**src/rtl/srot_pkg.sv**
```systemverilog
package srot_pkg;
  localparam int unsigned DATA_W = 32;

  typedef enum logic [2:0] {
    OP_LSL = 3'd0,
    OP_LSR = 3'd1,
    OP_ASL = 3'd2,
    OP_ASR = 3'd3,
    OP_ROL = 3'd4,
    OP_ROR = 3'd5,
    OP_RXL = 3'd6,
    OP_RXR = 3'd7
  } srot_op_e;

  typedef enum logic [1:0] {
    ST_IDLE = 2'd0,
    ST_STEP = 2'd1,
    ST_FIN  = 2'd2
  } srot_state_e;

  localparam logic [1:0] SZ_BYTE = 2'd0;
  localparam logic [1:0] SZ_WORD = 2'd1;

  function automatic logic is_rotx(srot_op_e op);
    return (op == OP_RXL) || (op == OP_RXR);
  endfunction

  function automatic logic is_long(logic [1:0] sz);
    return sz[1];
  endfunction
endpackage

```
**src/rtl/srot_count_dec.sv**
```systemverilog
module srot_count_dec
  import srot_pkg::*;
#(
  parameter int unsigned FIELD_W    = 3,
  parameter int unsigned AMT_W      = 6,
  parameter int unsigned COST_W     = 8,
  parameter int unsigned BASE_SHORT = 6,
  parameter int unsigned BASE_LONG  = 8
) (
  input  logic [FIELD_W-1:0] field_i,
  input  logic               mode_i,
  input  logic [DATA_W-1:0]  creg_i,
  input  logic [1:0]         size_i,
  output logic [AMT_W-1:0]   amt_o,
  output logic [COST_W-1:0]  cost_o
);
  localparam logic [DATA_W-1:0] REG_MOD   = DATA_W'(1) << AMT_W;
  localparam logic [AMT_W-1:0]  FIELD_MAX = AMT_W'(1) << FIELD_W;

  always_comb begin
    if (mode_i) amt_o = AMT_W'(creg_i % REG_MOD);
    else if (field_i == '0) amt_o = FIELD_MAX;
    else amt_o = AMT_W'(field_i);
    cost_o = (is_long(size_i) ? COST_W'(BASE_LONG) : COST_W'(BASE_SHORT))
           + COST_W'(amt_o) + COST_W'(amt_o);
  end
endmodule

```
**src/rtl/srot_step.sv**
```systemverilog
module srot_step
  import srot_pkg::*;
(
  input  logic [DATA_W-1:0] data_i,
  input  srot_op_e          op_i,
  input  logic [1:0]        size_i,
  input  logic              x_i,
  output logic [DATA_W-1:0] data_o,
  output logic              out_bit_o,
  output logic              x_o,
  output logic              msb_flip_o
);
  int unsigned       msb;
  logic [DATA_W-1:0] mask;
  logic [DATA_W-1:0] sized;
  logic              old_msb;
  logic              ins;

  always_comb begin
    case (size_i)
      SZ_BYTE: begin msb = 7;  mask = DATA_W'(32'h0000_00FF); end
      SZ_WORD: begin msb = 15; mask = DATA_W'(32'h0000_FFFF); end
      default: begin msb = DATA_W - 1; mask = '1; end
    endcase
    old_msb = data_i[msb];
    if (!op_i[0]) begin
      out_bit_o = old_msb;
      case (op_i)
        OP_ROL:  ins = old_msb;
        OP_RXL:  ins = x_i;
        default: ins = 1'b0;
      endcase
      sized = ((data_i << 1) | DATA_W'(ins)) & mask;
    end else begin
      out_bit_o = data_i[0];
      case (op_i)
        OP_ASR:  ins = old_msb;
        OP_ROR:  ins = data_i[0];
        OP_RXR:  ins = x_i;
        default: ins = 1'b0;
      endcase
      sized = ((data_i & mask) >> 1) | (DATA_W'(ins) << msb);
    end
    data_o     = (data_i & ~mask) | sized;
    x_o        = (op_i == OP_ROL || op_i == OP_ROR) ? x_i : out_bit_o;
    msb_flip_o = (op_i == OP_ASL) && (data_o[msb] != old_msb);
  end
endmodule

```
**src/rtl/srot_nz.sv**
```systemverilog
module srot_nz
  import srot_pkg::*;
(
  input  logic [DATA_W-1:0] data_i,
  input  logic [1:0]        size_i,
  output logic              n_o,
  output logic              z_o
);
  always_comb begin
    case (size_i)
      SZ_BYTE: begin n_o = data_i[7];  z_o = (data_i[7:0] == '0);  end
      SZ_WORD: begin n_o = data_i[15]; z_o = (data_i[15:0] == '0); end
      default: begin n_o = data_i[DATA_W-1]; z_o = (data_i == '0); end
    endcase
  end
endmodule

```
**src/rtl/srot_iter.sv**
```systemverilog
module srot_iter
  import srot_pkg::*;
#(
  parameter int unsigned FIELD_W = 3,
  parameter int unsigned AMT_W   = 6,
  parameter int unsigned COST_W  = 8
) (
  input  logic               clk_i,
  input  logic               rst_ni,
  input  logic               start_i,
  input  logic [2:0]         op_i,
  input  logic [1:0]         size_i,
  input  logic [FIELD_W-1:0] cnt_field_i,
  input  logic               cnt_mode_i,
  input  logic [DATA_W-1:0]  cnt_reg_i,
  input  logic [DATA_W-1:0]  data_i,
  input  logic               x_i,
  output logic [DATA_W-1:0]  data_o,
  output logic               n_o,
  output logic               z_o,
  output logic               v_o,
  output logic               c_o,
  output logic               x_o,
  output logic               busy_o,
  output logic               done_o,
  output logic [COST_W-1:0]  cost_o
);
  srot_state_e       state_q;
  srot_op_e          op_q;
  logic [1:0]        size_q;
  logic [AMT_W-1:0]  rem_q;
  logic [DATA_W-1:0] data_q;
  logic              c_q, x_q, v_q;
  logic [COST_W-1:0] cost_q;

  logic [AMT_W-1:0]  amt;
  logic [COST_W-1:0] cost;
  logic [DATA_W-1:0] step_data;
  logic              step_out, step_x, step_flip;
  srot_op_e          op_in;

  assign op_in = srot_op_e'(op_i);

  srot_count_dec #(
    .FIELD_W(FIELD_W), .AMT_W(AMT_W), .COST_W(COST_W)
  ) u_cnt (
    .field_i(cnt_field_i), .mode_i(cnt_mode_i), .creg_i(cnt_reg_i),
    .size_i(size_i), .amt_o(amt), .cost_o(cost)
  );

  srot_step u_step (
    .data_i(data_q), .op_i(op_q), .size_i(size_q), .x_i(x_q),
    .data_o(step_data), .out_bit_o(step_out), .x_o(step_x), .msb_flip_o(step_flip)
  );

  srot_nz u_nz (.data_i(data_q), .size_i(size_q), .n_o(n_o), .z_o(z_o));

  always_ff @(posedge clk_i or negedge rst_ni) begin
    if (!rst_ni) begin
      state_q <= ST_IDLE;
      op_q    <= OP_LSL;
      size_q  <= '0;
      rem_q   <= '0;
      data_q  <= '0;
      c_q     <= 1'b0;
      x_q     <= 1'b0;
      v_q     <= 1'b0;
      cost_q  <= '0;
    end else begin
      case (state_q)
        ST_IDLE: if (start_i) begin
          op_q    <= op_in;
          size_q  <= size_i;
          rem_q   <= amt;
          data_q  <= data_i;
          c_q     <= is_rotx(op_in) ? x_i : 1'b0;
          x_q     <= x_i;
          v_q     <= 1'b0;
          cost_q  <= cost;
          state_q <= (amt == '0) ? ST_FIN : ST_STEP;
        end
        ST_STEP: begin
          data_q <= step_data;
          c_q    <= step_out;
          x_q    <= step_x;
          v_q    <= v_q | step_flip;
          rem_q  <= rem_q - AMT_W'(1);
          if (rem_q == AMT_W'(1)) state_q <= ST_FIN;
        end
        default: state_q <= ST_IDLE;
      endcase
    end
  end

  assign data_o = data_q;
  assign v_o    = v_q;
  assign c_o    = c_q;
  assign x_o    = x_q;
  assign cost_o = cost_q;
  assign busy_o = (state_q != ST_IDLE);
  assign done_o = (state_q == ST_FIN);
endmodule

```
**config.mk**
```make
export PLATFORM = sky130hd
export DESIGN_NAME = srot_iter
export DESIGN_NICKNAME = d
export VERILOG_FILES = /design/src/rtl/srot_pkg.sv /design/src/rtl/srot_count_dec.sv /design/src/rtl/srot_step.sv /design/src/rtl/srot_nz.sv /design/src/rtl/srot_iter.sv
export SDC_FILE = /design/constraint.sdc
export NUM_CORES = 1
export LEC_CHECK = 0
export BUFFER_PORTS_ARGS = -buffer_cell sky130_fd_sc_hd__buf_2
export CORE_ASPECT_RATIO = 1.4
export CORE_MARGIN = 1
export CORE_UTILIZATION = 35
export DETAILED_ROUTE_END_ITERATION = 10
export GPL_ROUTABILITY_DRIVEN = 0
export HOLD_SLACK_MARGIN = 0.1
export SYNTH_ARGS = -nofsm -noshare
export SYNTH_HDL_FRONTEND = slang
export SYNTH_SLANG_ARGS = --single-unit
```
**constraint.sdc**
```tcl
create_clock -name clk_i -period 3.39 [get_ports clk_i]
set_input_delay 0.678 -clock clk_i [delete_from_list [all_inputs] [get_ports clk_i]]
set_output_delay 0.678 -clock clk_i [all_outputs]
set_load 0.02 [all_outputs]
```
* Word-level counts from Yosys, hierarchy flattened *
Cells that the tools add are included.

storage, ports and cells
  flip-flop bits (word level) = 56
  input bits = 77
  output and inout bits = 47
  word-level logic and storage cells = 87

operators by class
  add/sub/neg operators = 3
  $lt $le $gt $ge = 1
  equality and inequality tests = 16
  shift-type cells = 1
  multiplexer cells = 33
  bitwise logic cells = 8
  reductions and logical operators = 16

operators by type and width
  operator                                                     count
  one-hot mux 32 bit (2 select lines)                          2
  bitwise AND 32 bit                                           3
  two-way mux 32 bit                                           2
  logical NOT 32 bit                                           1
  less-than comparator 32 x 6 -> 1 bit, second input constant  1
  NOT 32 bit                                                   1
  bitwise OR 31 x 32 -> 32 bit                                 1
  bitwise OR 32 x 1 -> 32 bit                                  1
  bitwise OR 32 bit                                            1
  left shift 1 x 32 -> 32 bit                                  1
  equality test 3 bit, second input constant                   6
  adder 8 x 6 -> 8 bit                                         2
  logical NOT 16 bit                                           1
  two-way mux 6 bit                                            2
  one-hot mux 1 bit (2 select lines)                           6
  one-hot mux 6 bit (2 select lines)                           1
  binary-select mux 1 bit (select 5 bit)                       2
  two-way mux 1 bit                                            10
  one-hot mux 5 bit (2 select lines)                           1
  logical NOT 8 bit                                            1
  two-way mux 4 bit                                            2
  equality test 3 x 2 -> 1 bit, second input constant          2
  equality test 6 x 1 -> 1 bit, second input constant          1
  logical NOT 6 bit                                            1
  other kinds (16)                                             26

* Logic depth before layout (Yosys ltp) *
  depth in word-level cells = 16
  depth in mapped cells = 7
  depth with buffers taken out = 6

* Modules after synthesis *
A second synthesis with hierarchy kept.

second synthesis, totals
  cell total of the unflattened synthesis = 445
  area, all modules = 3777.4 µm²

modules (own cells, without submodules)
  module          instances  cells an instance  area an instance (µm²)  sequential area each (µm²)
  srot_iter       1          276                2586.2                  1401.3
  srot_step       1          120                772.0                   0.0
  srot_count_dec  1          33                 284.0                   0.0
  srot_nz         1          16                 135.1                   0.0

* Worst setup path after synthesis *
No wires, ideal clock.

  kind = in2reg
  start = input port cnt_mode_i
  end = register cost_q[6], in the netlist cost_o[6]
  setup time = 69 ps
  arrival time = 2247 ps
  data required time = 3321 ps
  path slack = 1074 ps
  stages on the path = 7
  buffers on the path = 1
  cell sequence = buf_2 -> mux2_2 -> ha_1 -> a21o_1 -> a21oi_1 -> or4_1 -> nand3_1

between the ends
  cells in the longest elaborated chain, start to end = 3

RTL lines
  what                    RTL line              text
  start: declaration      srot_iter.sv:14       input logic cnt_mode_i,
  two-way mux 6 bit *     srot_count_dec.sv:21  if (mode_i) amt_o = AMT_W'(creg_i % REG_MOD);
  adder 8 x 6 -> 8 bit    srot_count_dec.sv:25  + COST_W'(amt_o) + COST_W'(amt_o);
  adder 8 x 6 -> 8 bit *  srot_count_dec.sv:25
  end signal: assignment  srot_iter.sv:79       cost_q <= cost;
  end: declaration        srot_iter.sv:34       logic [COST_W-1:0] cost_q;

Every way passes the cells marked *; elsewhere a longest branch is shown, timed or not.
A chain may end at the register's enable or synchronous reset.

* Final worst setup path *
  start = register size_q[1]
  end = output port z_o

between the ends
  cells in the longest elaborated chain, start to end = 2
  elaborated cells on any way between the ends = 3
  classes of those cells = eq/ne: 1; mux: 1; reduce/logical: 1

RTL lines
  what                                                                      RTL line         text
  start: declaration                                                        srot_iter.sv:30  logic [1:0] size_q;
  start signal: assignment                                                  srot_iter.sv:73  size_q <= size_i;
  equality test 2 x 1 -> 1 bit / logical NOT 2 bit (equally long branches)  srot_nz.sv:10    case (size_i)
  one-hot mux 1 bit (2 select lines) *                                      srot_nz.sv:10
  end: declaration                                                          srot_iter.sv:20  output logic z_o,

Marks and branches as above.

==> implementation parameters <==
Parameter                              Value

Finish
  Area occupied by multi-input gates ... 1990 um^2
  Fill cell instance count of the final layout ... between 1000 and 1500
  ANT cells ... 0
  Share of layout cells above drive strength 1 ... 0.258
  Share of the core filled with cells in the final layout ... 0.433
  Footprint of the flip-flops and latches ... around 1400 um^2
  Final design instance area without fill ... 4290 um^2
  Growth of design area from synthesis to finish ... 20.7%
  Nets@finish ... 570

Routing
  Residual antenna-violating net count after detailed routing ... 0
  Routed wire length ... just under 10000 um
  Starting DRT DRC Count ... 206
  Via density ... approximately 5.3
  # DRC ... 0
  Average wire per standard cell ... 15.6 um
  Number of vias in the routed layout ... ~3300
  Pre-antenna DRT Iters ... 4

CTS
  Inserted Clock Buffers ... 5
  Post-CTS sizing ... 0
  Buffer count from post-CTS setup fixing ... 0
  Total clock sinks ... 55
  Clock slew at the register clock pins of the worst setup and hold paths ... around 70 ps
  Clock insertion delay at the later pin of the skew report ... 300 ps
  H-Tree Depth ... 2
  CTS Root Cell ... sky130_fd_sc_hd__clkbuf_16
  CTS tree ... yes
  Longest Clk Path Bufs ... 2
  Hold bufs inserted after CTS ... 0

Floorplan
  Number of cell rows ... 43
  Die Ht ... 121 um
  Full die area ... 10600 um^2
  I/O pins ... 124
  Die Wd ... 87.1 um
  Initial standard-cell utilization of the core ... 0.359
  Area inside the core boundary ... 9900 um^2

Yosys
  Distinct cells, synth ... 59
  Most common library cells after synthesis ... sky130_fd_sc_hd__dfrtp_1, sky130_fd_sc_hd__nand2_1, sky130_fd_sc_hd__o21ai_0
  Leading cell type by number of instances after synthesis ... sky130_fd_sc_hd__dfrtp_1
  EDFF count, synth ... 0
  Leading cell types by total area after synthesis ... sky130_fd_sc_hd__dfrtp_1, sky130_fd_sc_hd__mux2i_1, sky130_fd_sc_hd__o21ai_0
  Largest area contributor in the netlist ... sky130_fd_sc_hd__dfrtp_1
  Cell area after technology mapping ... 3550 um^2
  Nets in the synthesized netlist ... 493
  Synthesis Warnings ... 0
  Fraction of the yosys area taken by sequential cells ... 0.388
  Post-synthesis average cell area ... a little under 9 um^2
  Top-area cell type share of the netlist area ... 0.388
  Gate Count Post-Synth ... 410
  Dominant register cell in the synthesized netlist ... sky130_fd_sc_hd__dfrtp_1
  Async SR Flop Fraction ... 1.00
  Number of storage elements in the synthesis netlist ... 55

STA
  Maximum operating frequency ... ~0.38 GHz
  Summed negative setup slack over all endpoints ... 0 ps
  Number of failing hold endpoints at the final stage ... 0
  Relative slew slack ... 0.335
  Pins Over Slew Limit ... 0
  Final setup slack of the worst path ... 736 ps
  Slew of the pin with the lowest slew margin ... between 900 and 1000 ps
  Setup Skew ... approximately 6 ps
  Final period util ... 0.783
  Final setup violation count ... 0
  Unrepaired setup endpoints after global routing ... false
  Final min period ... 2650 ps

Global routing
  Largest net degree at the start of global routing ... 41
  Initial antenna violation count ... 0
  Global route total overflow ... 0
  Global-route wire length before repair ... 15700 um
  Number of global-route vias before repair ... 3164
  Overall global routing resource usage ... 0.189

Hold path
  Worst min-delay path category ... in -> async

Placement
  Placed wire-length estimate ... 6740 um
  Worst slack at placement ... about 790 ps
  Cell area after placement ... 4110 um^2
  Port Buffer Count ... 96

Power
  Proportion of power drawn by combinational gates ... 0.513
  Clock network fraction of total power ... 0.135
  Sequential power share ... 0.352
  Total design power ... around 4.6 mW
  Net switching fraction of the power ... 0.481
  Switching power total ... between 2 and 2.5 mW
  Power density of the placed cells ... 1060 nW/um^2
  Static leakage ... 1.92 nW
  Internal power ... 2.37 mW
  Peak supply drop ... between 0.3 and 0.4 mV

Setup path
  Startpoint class of the critical path ... flip-flop
  Worst endpoint data arrival time ... between 1500 and 2000 ps
  Largest fanout on the critical path ... 24
  CP Class ... reg -> out
  Critical path endpoint category ... output pin
  Required time reported for the critical path endpoint ... 2710 ps

Outcome
  Outcome ... complete, no violations

Run
  Number of max-cap violations ... 0
==> metrics by stage <==
stage               std cells  hold slack [ps]
floorplan                 410              382
global placement          615              459
detailed placement        615              465
CTS                       623              201
global route              623              211
finish                    623              199
==> worst max-delay path: stages, from the launching register on <==
cell and delay, ps:
sky130_fd_sc_hd__dfrtp_1 540, sky130_fd_sc_hd__clkinv_1 380, sky130_fd_sc_hd__buf_4 330, sky130_fd_sc_hd__a41oi_1 180
sky130_fd_sc_hd__nor3_1 80, sky130_fd_sc_hd__buf_2 170
==> sequential cells by signal, indices dropped and copies added (netlist names) <==
register,count
state_q,2
v_o,1
rem_q,6
c_o,1
data_o,32
x_o,1
op_q,3
cost_o,7
size_q,2
==> cells in the final DEF (no fill, tap or decap), types with 5 or more instances in the layout <==
cell and count:
sky130_fd_sc_hd__buf_2 96, sky130_fd_sc_hd__o22ai_1 5, sky130_fd_sc_hd__ha_1 5, sky130_fd_sc_hd__dfrtp_1 53
sky130_fd_sc_hd__buf_4 8, sky130_fd_sc_hd__nand2_1 52, sky130_fd_sc_hd__a31oi_1 5, sky130_fd_sc_hd__a21oi_1 19
sky130_fd_sc_hd__mux2i_1 31, sky130_fd_sc_hd__clkbuf_16 5, sky130_fd_sc_hd__nor2_1 29, sky130_fd_sc_hd__o21ai_0 52
sky130_fd_sc_hd__inv_1 7, sky130_fd_sc_hd__o22a_1 8, sky130_fd_sc_hd__a22oi_1 24, sky130_fd_sc_hd__nor4_1 9
sky130_fd_sc_hd__nor3b_1 6
==> final cells by class <==
class | instances | area share
inverters | 8 | 0.00701
clock buffers | 6 | 0.0324
flip-flops and latches | 55 | 0.322
clock inverters | 2 | 0.00818
well taps | 135 | 0.0394
repair buffers | 104 | 0.126
multi-input cells | 313 | 0.465
==> cells by family (layout without fill, tap and decap cells) <==
logic type / count (synthesis) / in the layout / synth area share
buffers and inverters: 42 / 120 / 0.0529
xor gates and xnor gates: 4 / 4 / 0.00987
adders and majority gates: 6 / 6 / 0.0233
and+or+nand+nor: 126 / 126 / 0.170
muxes: 35 / 35 / 0.100
AOI/OAI and AO/OA: 141 / 141 / 0.255
DFF: 55 / 55 / 0.388
other: 1 / 1 / 0.00106
==> power groups by stage <==
stage / logic [mW] / clock network (mW) / registers, mW
4_1_cts: 2.36 / 0.630 / 1.61
6_report: 2.34 / 0.614 / 1.61
3_5_place_dp: 2.35 / 0 / 1.62
5_1_grt: 2.62 / 0.646 / 1.68
3_3_place_gp: 2.31 / 0 / 1.60
2_1_floorplan: 1.66 / 0 / 1.58
==> metal layers <==
metal / global-route usage / share of wire / vias up
met5: 0 / 0 / -
met4: 0.0697 / 0.020 / 0
met3: 0.0279 / 0.046 / 11
met2: 0.316 / 0.49 / 77
met1: 0.244 / 0.44 / 1570
li1: - / - / 1654
==> final timing paths <==
path,from,endpoint,slack [ps],cells after the start
hold reg to reg,cost_o[3],cost_o[3],470,2
max in group asynchronous,rst_ni,state_q[0],2530,2
setup / recovery,size_q[1],z_o,740,5
setup reg to reg,state_q[0],data_o[29],1240,4
min in group clk_i,cost_o[3],cost_o[3],470,2
hold / removal,rst_ni,data_o[14],200,1
Power figures use the tool's default switching activity.
